## src/rtl/alc_pkg.sv

```systemverilog
package alc_pkg;
  typedef struct packed {
    logic restart;
    logic detectEn;
    logic periodEnd;
  } alcStrobe_t;
endpackage

```

## src/rtl/alc_sequencer.sv

```systemverilog
module alc_sequencer
  import alc_pkg::*;
#(
  parameter int SETTLE_CLKS = 384,
  parameter int DETECT_CLKS = 1152
) (
  input  logic       clk,
  input  logic       rstN,
  input  logic       txActive,
  output alcStrobe_t strobes,
  output logic       detectPhase
);
  localparam int PERIOD = SETTLE_CLKS + DETECT_CLKS;
  localparam int CNT_W  = $clog2(PERIOD);
  localparam logic [CNT_W-1:0] LAST_CNT   = CNT_W'(PERIOD - 1);
  localparam logic [CNT_W-1:0] SETTLE_END = CNT_W'(SETTLE_CLKS);

  logic [CNT_W-1:0] phaseCnt;
  logic             atLast;

  assign atLast = (phaseCnt == LAST_CNT);

  always_ff @(posedge clk or negedge rstN) begin
    if (!rstN)
      phaseCnt <= '0;
    else if (!txActive || atLast)
      phaseCnt <= '0;
    else
      phaseCnt <= phaseCnt + 1'b1;
  end

  assign detectPhase       = (phaseCnt >= SETTLE_END);
  assign strobes.restart   = !txActive;
  assign strobes.detectEn  = txActive && detectPhase;
  assign strobes.periodEnd = txActive && atLast;
endmodule

```

## src/rtl/alc_datapath.sv

```systemverilog
module alc_datapath
  import alc_pkg::*;
#(
  parameter int IDX_W       = 5,
  parameter int SYNC_STAGES = 2
) (
  input  logic             clk,
  input  logic             rstN,
  input  logic             overLow,
  input  logic             overHigh,
  input  alcStrobe_t       strobes,
  output logic [IDX_W-1:0] gainIdx
);
  localparam logic [IDX_W-1:0] IDX_MAX = {IDX_W{1'b1}};
  localparam logic [IDX_W-1:0] IDX_MIN = '0;

  logic [SYNC_STAGES-1:0] lowSync;
  logic [SYNC_STAGES-1:0] highSync;

  for (genvar i = 0; i < SYNC_STAGES; i++) begin : g_sync
    if (i == 0) begin : g_first
      always_ff @(posedge clk or negedge rstN) begin
        if (!rstN) begin
          lowSync[0]  <= 1'b0;
          highSync[0] <= 1'b0;
        end else begin
          lowSync[0]  <= overLow;
          highSync[0] <= overHigh;
        end
      end
    end else begin : g_next
      always_ff @(posedge clk or negedge rstN) begin
        if (!rstN) begin
          lowSync[i]  <= 1'b0;
          highSync[i] <= 1'b0;
        end else begin
          lowSync[i]  <= lowSync[i-1];
          highSync[i] <= highSync[i-1];
        end
      end
    end
  end

  logic sawLow, sawHigh;
  logic lowNow, highNow;

  assign lowNow  = sawLow  || (strobes.detectEn && lowSync[SYNC_STAGES-1]);
  assign highNow = sawHigh || (strobes.detectEn && highSync[SYNC_STAGES-1]);

  always_ff @(posedge clk or negedge rstN) begin
    if (!rstN) begin
      sawLow  <= 1'b0;
      sawHigh <= 1'b0;
    end else if (strobes.restart || strobes.periodEnd) begin
      sawLow  <= 1'b0;
      sawHigh <= 1'b0;
    end else begin
      sawLow  <= lowNow;
      sawHigh <= highNow;
    end
  end

  always_ff @(posedge clk or negedge rstN) begin
    if (!rstN)
      gainIdx <= IDX_MAX;
    else if (strobes.restart)
      gainIdx <= IDX_MAX;
    else if (strobes.periodEnd) begin
      if (highNow) begin
        if (gainIdx != IDX_MAX) gainIdx <= gainIdx + 1'b1;
      end else if (!lowNow) begin
        if (gainIdx != IDX_MIN) gainIdx <= gainIdx - 1'b1;
      end
    end
  end
endmodule

```

## src/rtl/alc_stepper.sv

```systemverilog
module alc_stepper
  import alc_pkg::*;
#(
  parameter int SETTLE_CLKS = 384,
  parameter int DETECT_CLKS = 1152,
  parameter int IDX_W       = 5,
  parameter int SYNC_STAGES = 2
) (
  input  logic             clk,
  input  logic             rstN,
  input  logic             txActive,
  input  logic             overLow,
  input  logic             overHigh,
  output logic [IDX_W-1:0] gainIdx,
  output logic             detectPhase
);
  alcStrobe_t strobes;

  alc_sequencer #(
    .SETTLE_CLKS(SETTLE_CLKS),
    .DETECT_CLKS(DETECT_CLKS)
  ) u_seq (
    .clk        (clk),
    .rstN       (rstN),
    .txActive   (txActive),
    .strobes    (strobes),
    .detectPhase(detectPhase)
  );

  alc_datapath #(
    .IDX_W      (IDX_W),
    .SYNC_STAGES(SYNC_STAGES)
  ) u_dp (
    .clk     (clk),
    .rstN    (rstN),
    .overLow (overLow),
    .overHigh(overHigh),
    .strobes (strobes),
    .gainIdx (gainIdx)
  );
endmodule

```

## config.mk

```make
export PLATFORM = sky130hd
export DESIGN_NAME = alc_stepper
export DESIGN_NICKNAME = d
export VERILOG_FILES = /design/src/rtl/alc_pkg.sv /design/src/rtl/alc_sequencer.sv /design/src/rtl/alc_datapath.sv /design/src/rtl/alc_stepper.sv
export SDC_FILE = /design/constraint.sdc
export NUM_CORES = 1
export LEC_CHECK = 0
export ABC_AREA = 0
export ABC_CLOCK_PERIOD_IN_PS = 5400
export BUFFER_PORTS_ARGS = -buffer_cell sky130_fd_sc_hd__buf_2
export CORE_UTILIZATION = 65
export CTS_BUF_LIST = sky130_fd_sc_hd__clkbuf_2
export DETAILED_ROUTE_END_ITERATION = 16
export GPL_TIMING_DRIVEN = 0
export PLACE_DENSITY = 0.83
export SKIP_LAST_GASP = 1
export SLEW_MARGIN = 25
export SYNTH_ARGS = -nofsm -noshare
export SYNTH_HDL_FRONTEND = slang
export SYNTH_HIERARCHICAL = 1
export SYNTH_SLANG_ARGS = --single-unit
```

## constraint.sdc

```tcl
create_clock -name clk -period 5.4 [get_ports clk]
set_input_delay 0 -clock clk [delete_from_list [all_inputs] [get_ports clk]]
set_output_delay 0 -clock clk [all_outputs]
set_load 0.01 [all_outputs]
```

; ---- Yosys cells after proc, flatten, opt, wreduce, memory -nomap -nowiden
; Cells that the tools add are included.
; W data, S select, Z words.
[word_totals]
n_memories = 0
word_cells = 38
register_bits = 22
output_inout_bits = 6
latch_bits = 0
input_bits = 5
mem_bits_ro = 0
ramBits = 0
[classes]
div = 0
eq_ne = 6
n_shift = 0
magnitude_cmp = 1
mul = 0
reduce_logical = 11
n_bitwise = 0
addsub = 3
mux = 9
[ops]
columns = cell, n
row1 = $mux W5, 6
row2 = $add A11 B1 Y11 const B, 1
row3 = $eq A11 B11 Y1 const B, 1
row4 = $ge A11 B9 Y1 const B, 1
row5 = $mux W11, 1
row6 = $ne A3 B3 Y1 const B, 2
row7 = $add A5 B1 Y5 const B, 1
row8 = $ne A5 B5 Y1 const B, 1
row9 = $reduce_bool A5 Y1, 1
row10 = $sub A5 B1 Y5 const B, 1
row11 = $logic_and A1 B1 Y1, 4
row12 = $logic_or A1 B1 Y1, 4
row13 = $reduce_and A4 Y1, 1
row14 = $ne A3 B1 Y1 const B, 1
row15 = $mux W1, 2
row16 = $ne A2 B1 Y1 const B, 1
row17 = $logic_not A1 Y1, 1

; ---- Logic depth before layout (Yosys ltp)
; Gate-level depths: netlist of the first run.
[logic_depth]
depth_word = 8
mapped_depth = 9
ltp_nobuf = 9

; ---- By module
; Netlist of the first run, hierarchy kept.
[by_module_without_submodules]
columns = mod, area_each_um2, cells_each, n_inst, seq_area_each_um2
row1 = alc_datapath, 594.3, 53, 1, 281.5
row2 = alc_sequencer, 591.8, 58, 1, 275.3

; ---- Worst setup path after synthesis of the first run
; Ideal clock, no wire load.
[synth_timing]
path_type = reg-to-reg
startpoint = register u_seq.phaseCnt[8]
endpoint = register u_dp.gainIdx[4]
n_path_buf = 0
setup_slack_ns = 3.068
t_arrival_ns = 2.257
required_time_ns = 5.325
stages_incl_launch_ff = 10
path_cell_list = dfrtp_1 a211o_1 and2_1 a21o_1 xnor2_1 ha_1 nor4_1 nand2_1 a221oi_1 mux2i_1
[synth_lines]
columns = element, line
row1 = from (decl), alc_sequencer.sv:18  ; logic [CNT_W-1:0] phaseCnt;
row2 = from (signal assigned), alc_sequencer.sv:29  ; phaseCnt <= phaseCnt + 1'b1;
row3 = to (signal assigned), alc_datapath.sv:70  ; if (gainIdx != IDX_MAX) gainIdx <= gainIdx + 1'b1;
row4 = to (signal assigned), alc_datapath.sv:72  ; if (gainIdx != IDX_MIN) gainIdx <= gainIdx - 1'b1;
row5 = to (decl), alc_datapath.sv:12  ; output logic [IDX_W-1:0] gainIdx

==> results of run 1 <==
-- routing by layer --
layer / global-route usage [%] / routed length [um] / up-vias / share of wire, %
li1: - / - / 453 / -
met2: 41.5 / 1110 / 31 / 48
met1: 34.4 / 1050 / 443 / 45
met3: 5.20 / 129 / 4 / 5.5
met4: 13.3 / 31 / 0 / 1.3
met5: 0 / 0 / - / 0
-- logic make-up after synthesis --
group | Yosys count
DFF | 22
AOI/OAI and AO/OA | 29
xor gates and xnor gates | 4
muxes | 5
and+or+nand+nor | 39
buffers and inverters | 9
adders and majority gates | 3
-- per-stage QoR --
stage	total power, mW	cells	hold WS (ns)	util [%]
global placement	0.187	146	-0.0233	73.4
CTS	0.305	154	0.124	78.3
detailed placement	0.188	146	-0.0176	73.4
finish	0.302	154	0.117	78.3
global route	0.313	154	0.137	78.3
floorplan	0.181	111	-0.296	-
-- area by class of cell --
type / count / area (um^2)
inverters: 7 / 26.3
plain buffers: 2 / 7.51
flip-flops and latches: 22 / 557
well taps: 25 / 31.3
fillers: 125 / 374
clock buffers: 3 / 15.0
clock inverters: 1 / 30.0
repair buffers: 14 / 90.1
multi-input cells: 80 / 596
-- power by group through the flow --
| stage | clock network (mW) | logic, mW | registers (mW) |
|---|---|---|---|
| final | 0.115 | 0.0155 | 0.172 |
| after global routing | 0.123 | 0.0180 | 0.172 |
| after CTS | 0.118 | 0.0157 | 0.172 |
| after detailed placement | 0 | 0.0135 | 0.174 |
| after global placement | 0 | 0.0129 | 0.174 |
| after floorplan | 0 | 0.00705 | 0.174 |
-- worst paths after layout --
| kind | start | end | depth (start not counted) |
|---|---|---|---|
| worst max-delay path | u_seq/phaseCnt[8] | u_dp/gainIdx[4] | 9 |
| worst min-delay path | rstN | u_dp/sawLow | 2 |
| worst max register to register | u_seq/phaseCnt[8] | u_dp/gainIdx[4] | 9 |
| worst min register to register | u_dp/lowSync[0] | u_dp/lowSync[1] | 0 |
| max in group asynchronous | rstN | u_dp/gainIdx[1] | 2 |
| min in group clk | overLow | u_dp/lowSync[0] | 2 |
-- Yosys cell counts, types with 3 or more instances --
cell and number:
nand2_1 3, ha_1 3, nor3_1 4, a211oi_1 3
nor2_1 10, mux2i_1 5, inv_1 7, o21ai_0 4
dfstp_2 5, nand3_1 4, or3_1 5, nor2b_1 3
dfrtp_1 17, a21oi_1 8
-- placed cells by master, fill, tap and decap left out, types with 4 or more instances in the layout --
| cell type | n |
|---|---|
| a21oi_1 | 8 |
| buf_2 | 10 |
| dfrtp_1 | 17 |
| dfstp_2 | 5 |
| dlygate4sd3_1 | 4 |
| inv_1 | 7 |
| mux2i_1 | 5 |
| nand3_1 | 4 |
| nor2_1 | 10 |
| nor3_1 | 4 |
| o21ai_0 | 4 |
| or3_1 | 5 |
-- flip-flops by register name, summed over array words and instances (netlist names) --
signal          cells
u_dp/sawHigh        1
u_dp/lowSync        2
u_dp/gainIdx        5
u_seq/phaseCnt     11
u_dp/sawLow         1
u_dp/highSync       2
-- worst max-delay path: cells and delay by family (launching register included) --
kind | cells | cell delay (ns)
AOI/OAI and AO/OA | 3 | 0.92
and+or+nand+nor | 3 | 0.53
DFF | 1 | 0.48
muxes | 1 | 0.27
adders and majority gates | 1 | 0.23
xor gates and xnor gates | 1 | 0.14
==> impl_metrics.tcl, run 1 <==
set metrics [dict create \
    muxShareOfSynthArea_pct 4.22 \
    synth-adder-area-share_pct 3.16 \
    path_class "register to register" \
    fmax_ghz 0.383 \
    cpMaxStageDelayCell "dfrtp_1" \
    max-cap-violations 0 \
    viasPerCell 6.05 \
    p_per_area_nw_per_um2 224 \
    pwr-share-comb_pct 5.1 \
    setup_viol 0 \
    synth_enable_flop_cells 0 \
    dieHeight_um 44.7 \
    cp_data_arrival_time_ns 2.88 \
    setup_tns_ns 0 \
    design_area_um2 1350 \
    io_pins 11 \
    slew_violations 0 \
    syn_area_um2 1190 \
    avgRoutedWirePerCell_um 15.1 \
    placementRows 15 \
    area_growth_pct 14.0 \
    avgSynthCellArea_um2 10.7 \
    cp.required_ns 5.67 \
    synth_flop_cell "dfrtp_1" \
    die_area_um2 2000 \
    cts-resized-gates 0 \
    async_flop_share_pct 100 \
    ys_seq_area_share_pct 46.9 \
    sw_frac_of_total_pct 21.1 \
    skew_ns 0.0113 \
    wirelength_um 2330 \
    p_switching_mw 0.0640 \
    die_w_um 44.7 \
    synth_top_area_share_pct 35.9 \
    cts_tree "built" \
    drtIter0Drc 39 \
    cts_max_level 1 \
    p_int_mw 0.239 \
    timing.final.ws_setup_ns 2.79 \
    yosys_warnings 6 \
    netlist_instances 111 \
    synth_area_leaders "dfrtp_1 36%, dfstp_2 11%, mux2i_1 4.2%" \
    yosysTopAreaCell "dfrtp_1" \
    num_vias 931 \
    cts_hold_buf 4 \
    clk_pin_slew_ns 0.22 \
    fin_crit_ns 2.61 \
    p_leak_nw 0.566 \
    grt_pass1_vias 895 \
    dp_hpwl_um 1650 \
    placed_cell_area_um2 1270 \
    initial_core_util_pct 68.7 \
    synth_xor_area_share_pct 2.95 \
    cts_max_path_buffers 2 \
    crit_fanout 4 \
    synth_nets 119 \
    cts_sinks 22 \
    rsz0062_at_grt "no" \
    cts_buffers 3 \
    yosys.area_share.simple_pct 19.7 \
    cpPeakStageDelay_ns 0.48 \
    ys_ff_latch 22 \
    pre_cts_ws_ns 2.81 \
    gr-total-overflow 0 \
    relSlewSlack_pct 67.1 \
    path_cells "a211o_1 > and2_1 > a21o_1 > xnor2_1 > ha_1 > nor4_1 > nand2_1 > a221oi_1 > mux2i_1" \
    outcome "complete, no violations" \
    netlist-cell-type-count 38 \
    max-vdd-ir-drop_mv 0.237 \
    synth_compound_area_share_pct 20.1 \
    track_usage_pct 26.2 \
    period_share_pct 48.4 \
    antennaDiodeCount 0 \
    portBuffers 10 \
    rrSetupSlack_ns 2.79 \
    tightestPinTransition_ns 0.492 \
    globalplace.congestion 0.772 \
    seq_power_share_pct 56.8 \
    antenna_found_initial 0 \
    startpoint_type "register" \
    antenna_left 0 \
    layout-drive-gt1-share_pct 19.4 \
    grt_first_pass_wirelength_um 3720 \
    finalHoldViolations 0 \
    insertion_delay_ns 0.33 \
    cts-root-buf "clkbuf_2" \
    grt_max_degree 23 \
    end_kind "register" \
    post-route-drc-count 0 \
    core_area_um2 1730 \
    synth_top_family_by_area "compound AO/OA/AOI/OAI gates" \
    post_cts_buffers 0 \
    p_clk_share_pct 38.1 \
    nets 138 \
    hp-class "input pin to async pin" \
    dr.pass1.iters 5 \
]
Note: power is estimated with default switching activity, not from simulation.
==> run 2: changes to the inputs <==
--- a/config.mk
+++ b/config.mk
@@ -6,13 +6,13 @@
 export NUM_CORES = 1
 export LEC_CHECK = 0
 export ABC_AREA = 0
-export ABC_CLOCK_PERIOD_IN_PS = 5400
+export ABC_CLOCK_PERIOD_IN_PS = 2300
 export BUFFER_PORTS_ARGS = -buffer_cell sky130_fd_sc_hd__buf_2
-export CORE_UTILIZATION = 65
+export CORE_UTILIZATION = 54
 export CTS_BUF_LIST = sky130_fd_sc_hd__clkbuf_2
 export DETAILED_ROUTE_END_ITERATION = 16
 export GPL_TIMING_DRIVEN = 0
-export PLACE_DENSITY = 0.83
+export PLACE_DENSITY = 0.73
 export SKIP_LAST_GASP = 1
 export SLEW_MARGIN = 25
 export SYNTH_ARGS = -nofsm -noshare
==> constraint.sdc (replaced) <==
create_clock -name clk -period 2.3 [get_ports clk]
set_input_delay 0 -clock clk [delete_from_list [all_inputs] [get_ports clk]]
set_output_delay 0 -clock clk [all_outputs]
set_load 0.01 [all_outputs]
==> impl_metrics.tcl, run 2 (synthesized netlist as in run 1, its figures left out) <==
set metrics [dict create \
    slew_violations 0 \
    antenna_found_initial 0 \
    r2r-end "u_dp/gainIdx[4]" \
    p_leak_nw 0.655 \
    period_share_pct 99.5 \
    antenna_left 0 \
    pwr-share-comb_pct 5.6 \
    viasPerCell 6.03 \
    relSlewSlack_pct 67.0 \
    placed_cell_area_um2 1280 \
    setup_viol 0 \
    cts_sinks 22 \
    largest_reg_flops 11 \
    holdWs_ns 0.109 \
    largest-register "u_seq/phaseCnt" \
    crit_fanout 3 \
    gr-total-overflow 0 \
    cts_max_level 1 \
    placementRows 16 \
    design_area_um2 1510 \
    layout-drive-gt1-share_pct 33.8 \
    avgRoutedWirePerCell_um 16.2 \
    fmax_ghz 0.437 \
    p_per_area_nw_per_um2 475 \
    dp_hpwl_um 1570 \
    startpoint_type "register" \
    portBuffers 10 \
    crit_start "u_seq/phaseCnt[8]" \
    outcome "complete, no violations" \
    p_int_mw 0.562 \
    fill_cells 133 \
    skew_ns 0.00357 \
    cts_buffers 3 \
    p_clk_share_pct 38.0 \
    seq_power_share_pct 56.3 \
    grt_first_pass_wirelength_um 4080 \
    cts-root-buf "clkbuf_2" \
    wirelength_um 2750 \
    die_w_um 48.9 \
    rr_startpoint "u_seq/phaseCnt[8]" \
    nets 151 \
    cts_max_path_buffers 2 \
    reg2reg_depth 9 \
    timing.final.ws_setup_ns 0.0107 \
    final_common_cell "dfrtp_1" \
    core_area_um2 2020 \
    max-vdd-ir-drop_mv 0.410 \
    area_growth_pct 27.6 \
    rrSetupSlack_ns 0.01 \
    io_pins 11 \
    max-cap-violations 0 \
    finalHoldViolations 0 \
    hp-class "input pin to async pin" \
    rsz0062_at_grt "yes" \
    layout_common_cells "15 x dfrtp_1, 12 x buf_4, 10 x buf_2, 10 x nor2_1, 8 x a21oi_1" \
    insertion_delay_ns 0.33 \
    path_class "register to register" \
    sw_frac_of_total_pct 21.8 \
    clk_pin_slew_ns 0.22 \
    fin_crit_ns 2.29 \
    cp_data_arrival_time_ns 2.58 \
    dieHeight_um 48.9 \
    globalplace.congestion 0.876 \
    num_vias 1019 \
    cp.required_ns 2.59 \
    initial_core_util_pct 58.7 \
    pre_cts_ws_ns -0.168 \
    cts_tree "built" \
    grt_pass1_vias 929 \
    tightestPinTransition_ns 0.493 \
    end_kind "register" \
    track_usage_pct 22.8 \
    post-route-drc-count 0 \
    p_switching_mw 0.156 \
    drtIter0Drc 46 \
    reg_top3 "u_seq/phaseCnt x11, u_dp/gainIdx x5" \
    antennaDiodeCount 0 \
    die_area_um2 2390 \
    dr.pass1.iters 4 \
    grt_max_degree 23 \
    setup_tns_ns 0 \
]
[run 2: cell types whose count changed in the layout (fill, tap and decap cells not counted), moves of 2 or more]
cell     change
buf_4       +12
dfrtp_1      -2
dfrtp_2      +2
ha_1         -2
[run 2: stage by stage]
stage	power (mW)	utilization, %	std cells
floorplan	0.424	-	111
global placement	0.439	63.1	148
detailed placement	0.441	63.1	148
CTS	0.717	71.3	163
global route	0.739	74.9	169
finish	0.719	74.9	169
[run 2: final cells by class]
| cell class | count | area, um^2 | share of cell area (%) |
|---|---|---|---|
| Tap cell | 27 | 33.8 | 2.23 |
| Timing Repair Buffer | 27 | 191 | 12.6 |
| Inverter | 7 | 26.3 | 1.74 |
| Buffer | 2 | 7.51 | 0.496 |
| Clock inverter | 1 | 30.0 | 1.98 |
| Multi-Input combinational cell | 80 | 651 | 43.0 |
| Sequential cell | 22 | 559 | 36.9 |
| Clock buffer | 3 | 15.0 | 0.992 |
[run 2: how the worst max path moves through the flow]
| stage | end | slack [ns] | cells after the start |
|---|---|---|---|
| floorplan | u_dp/gainIdx[4] | 0.01 | 9 |
| global route | u_dp/gainIdx[4] | -0.08 | 9 |
| CTS | u_dp/gainIdx[2] | 0.005 | 10 |
| global placement | u_dp/gainIdx[0] | -0.13 | 7 |
| finish | u_dp/gainIdx[4] | 0.01 | 9 |
| detailed placement | u_dp/gainIdx[0] | -0.17 | 7 |
[run 2: power groups by stage]
stage               sequential (mW)  clock, mW  combinational, mW
floorplan                     0.408          0             0.0166
global placement              0.408          0             0.0306
detailed placement            0.409          0             0.0317
CTS                           0.403      0.277             0.0374
global route                  0.406      0.288             0.0450
finish                        0.405      0.273             0.0403
[run 2: repair_timing]
item / in CTS / in global routing
pin swaps: 6 / 7
hold endpoints to repair: 31 / 0
hold buffers: 4 / 0
buffers inserted: 7 / 6
resized for setup: 8 / 5
setup endpoints to repair: 3 / 4
[run 2: critical path, stage by stage (launching register included)]
cell and delay, ns:
dfrtp_1 0.43, a211o_1 0.31, and2_4 0.16, a21o_1 0.19
xnor2_1 0.18, ha_2 0.24, buf_6 0.12, nand4_1 0.10
a221oi_2 0.29, mux2i_1 0.22
[run 2: metal layers]
metal  GRT usage (%)  wire [um]
met1            29.7       1170
met5               0          0
met3            4.36        155
met4            10.8         60
met2            36.6       1360
==> run 3: changes to the inputs <==
--- a/config.mk
+++ b/config.mk
@@ -5,17 +5,16 @@
 export SDC_FILE = /design/constraint.sdc
 export NUM_CORES = 1
 export LEC_CHECK = 0
-export ABC_AREA = 0
+export ABC_AREA = 1
 export ABC_CLOCK_PERIOD_IN_PS = 2300
 export BUFFER_PORTS_ARGS = -buffer_cell sky130_fd_sc_hd__buf_2
-export CORE_UTILIZATION = 54
+export CORE_UTILIZATION = 55
 export CTS_BUF_LIST = sky130_fd_sc_hd__clkbuf_2
 export DETAILED_ROUTE_END_ITERATION = 16
 export GPL_TIMING_DRIVEN = 0
-export PLACE_DENSITY = 0.73
+export PLACE_DENSITY = 0.74
 export SKIP_LAST_GASP = 1
 export SLEW_MARGIN = 25
 export SYNTH_ARGS = -nofsm -noshare
 export SYNTH_HDL_FRONTEND = slang
-export SYNTH_HIERARCHICAL = 1
 export SYNTH_SLANG_ARGS = --single-unit
==> impl_metrics.tcl, run 3 <==
set metrics [dict create \
    largest_reg_flops 11 \
    synth_top_area_share_pct 33.2 \
    cts_buffers 3 \
    portBuffers 10 \
    multiInputGateArea_um2 649 \
    antenna_left 0 \
    reg_top3 "u_seq.phaseCnt x11, u_dp.gainIdx x5" \
    path_class "register to register" \
    placed_cell_area_um2 1370 \
    max-vdd-ir-drop_mv 0.394 \
    die_area_um2 2520 \
    antenna_found_initial 0 \
    num_vias 958 \
    async_flop_share_pct 100 \
    p_switching_mw 0.247 \
    relSlewSlack_pct 68.8 \
    pre_cts_ws_ns 0.386 \
    synth_area_leaders "dfrtp_1 33%, dfstp_2 10%, nand2_1 8.8%" \
    design_area_um2 1440 \
    syn_area_um2 1280 \
    die_w_um 50.2 \
    synth_flop_cell "dfrtp_1" \
    pwr-share-comb_pct 17.8 \
    seq_area_um2 557 \
    rrSetupSlack_ns 0.30 \
    rsz0062_at_grt "no" \
    dieHeight_um 50.2 \
    cts_tree "built" \
    track_usage_pct 20.4 \
    p_clk_share_pct 31.4 \
    drtIter0Drc 21 \
    cts-resized-gates 0 \
    ys_ff_latch 22 \
    area_growth_pct 12.5 \
    yosys-top-cells-count "30 x nand2_1, 17 x dfrtp_1, 17 x nand3_1, 17 x nor2_1, 14 x inv_1" \
    grt_max_degree 23 \
    post-route-drc-count 0 \
    p_per_area_nw_per_um2 613 \
    outcome "complete, no violations" \
    gr-total-overflow 0 \
    cts_sinks 22 \
    cp_data_arrival_time_ns 2.30 \
    initial_core_util_pct 57.9 \
    crit_fanout 6 \
    dp_hpwl_um 1570 \
    clk_pin_slew_ns 0.23 \
    insertion_delay_ns 0.35 \
    cp.required_ns 2.60 \
    slew_violations 0 \
    sw_frac_of_total_pct 27.9 \
    finalHoldViolations 0 \
    skew_ns 0.0142 \
    globalplace.congestion 0.756 \
    fin_crit_ns 2.00 \
    timing.final.ws_setup_ns 0.300 \
    grt_pass1_vias 877 \
    end_kind "register" \
    p_int_mw 0.636 \
    viasPerCell 5.04 \
    layout_common_cells "30 x nand2_1, 17 x nor2_1, 17 x nand3_1, 17 x dfrtp_1, 14 x inv_1" \
    setup_viol 0 \
    tightestPinTransition_ns 0.468 \
    antennaDiodeCount 0 \
    post-place-cells 183 \
    hp-class "input pin to register" \
    nets 174 \
    placementRows 17 \
    netlist_instances 145 \
    layout-drive-gt1-share_pct 26.5 \
    yosys_warnings 0 \
    p_leak_nw 0.665 \
    synth_nets 156 \
    wirelength_um 2190 \
    setup_tns_ns 0 \
    cts_max_level 1 \
    fmax_ghz 0.500 \
    cts_max_path_buffers 2 \
    io_pins 11 \
    synth_enable_flop_cells 0 \
    grt_first_pass_wirelength_um 3780 \
    largest-register "u_seq.phaseCnt" \
    cts-root-buf "clkbuf_2" \
    final_common_cell "nand2_1" \
    avgRoutedWirePerCell_um 11.5 \
    p_total_mw 0.883 \
    seq_power_share_pct 50.8 \
    startpoint_type "register" \
    instances_no_fill 190 \
    period_share_pct 86.9 \
    ys_seq_area_share_pct 43.5 \
    max-cap-violations 0 \
    yosysTopAreaCell "dfrtp_1" \
    core_area_um2 2210 \
    fill_cells 197 \
    avgSynthCellArea_um2 8.83 \
    netlist-cell-type-count 26 \
    synth.most_common_cell "nand2_1" \
    dr.pass1.iters 4 \
]
run 3: changes by cell type in the layout (fill, tap and decap cells not counted), sizes merged, moves of 10 or more:
cell | previous run | this run
nand2 | 3 | 35
nor2 | 10 | 28
inv | 7 | 17
buf | 24 | 11
nand3 | 4 | 18
run 3: kinds of logic (layout without fill, tap and decap cells):
logic type                 after synthesis  in the layout  share of synthesized area (%)
DFF                                     22             22                           43.5
buffers and inverters                   18             35                           5.77
xor gates and xnor gates                 3              3                           2.05
and+or+nand+nor                         88             88                           39.1
adders and majority gates                6              6                           6.45
AOI/OAI and AO/OA                        8              8                           3.13
run 3: worst max-delay path, cell delays in order, from the launching register on:
cell and delay, ns:
dfrtp_1 0.48, nor2_2 0.16, nand2_4 0.08, nand3_4 0.07, nand2_4 0.09, inv_4 0.10
ha_1 0.28, a21oi_1 0.21, nand2_1 0.08, nand2_1 0.08, nand3_1 0.08, nand3_1 0.08
nand3_1 0.06, nand2_1 0.08
run 3: layout make-up:
class / instances / share of cell area [%]
clock buffers: 3 / 1.04
inverters: 17 / 4.60
plain buffers: 1 / 0.521
well taps: 28 / 2.43
repair buffers: 13 / 5.56
clock inverters: 1 / 2.09
multi-input cells: 105 / 45.1
flip-flops and latches: 22 / 38.7
run 3: per-layer routing:
metal / track usage (%) / part of all wire, % / vias to the layer above / wire [um]
met4: 8.57 / 1.8 / 0 / 39
met1: 26.0 / 46 / 446 / 1000
met3: 3.64 / 2.7 / 5 / 60
met5: 0 / 0 / - / 0
met2: 33.8 / 50 / 15 / 1090
li1: - / - / 492 / -
run 3: power groups by stage:
stage	Sequential, mW	Clock [mW]	Combinational, mW
floorplan	0.456	0	0.103
global placement	0.453	0	0.148
detailed placement	0.455	0	0.153
CTS	0.449	0.279	0.159
global route	0.453	0.288	0.181
finish	0.448	0.277	0.157
run 3: through the flow:
step	hold WS [ns]	utilization, %
floorplan	-0.296	-
global placement	-0.0203	61.7
detailed placement	-0.0129	61.7
CTS	0.0482	65.1
global route	0.0509	65.1
finish	0.0423	65.1
run 3: worst paths after layout:
kind	from	to	cells past startpoint
max	u_seq.phaseCnt[9]	u_dp.gainIdx[4]	13
min	txActive	u_seq.phaseCnt[6]	4
max reg2reg	u_seq.phaseCnt[9]	u_dp.gainIdx[4]	13
min reg2reg	u_dp.highSync[0]	u_dp.highSync[1]	0
max in group asynchronous	rstN	u_dp.gainIdx[4]	2
min in group asynchronous	rstN	u_seq.phaseCnt[5]	2
run 3: timing repair:
| item | 4_1_cts | 5_1_grt |
|---|---|---|
| hold buffers | 3 | 0 |
| hold endpoints to repair | 24 | 0 |
| buffers inserted | 0 | 0 |
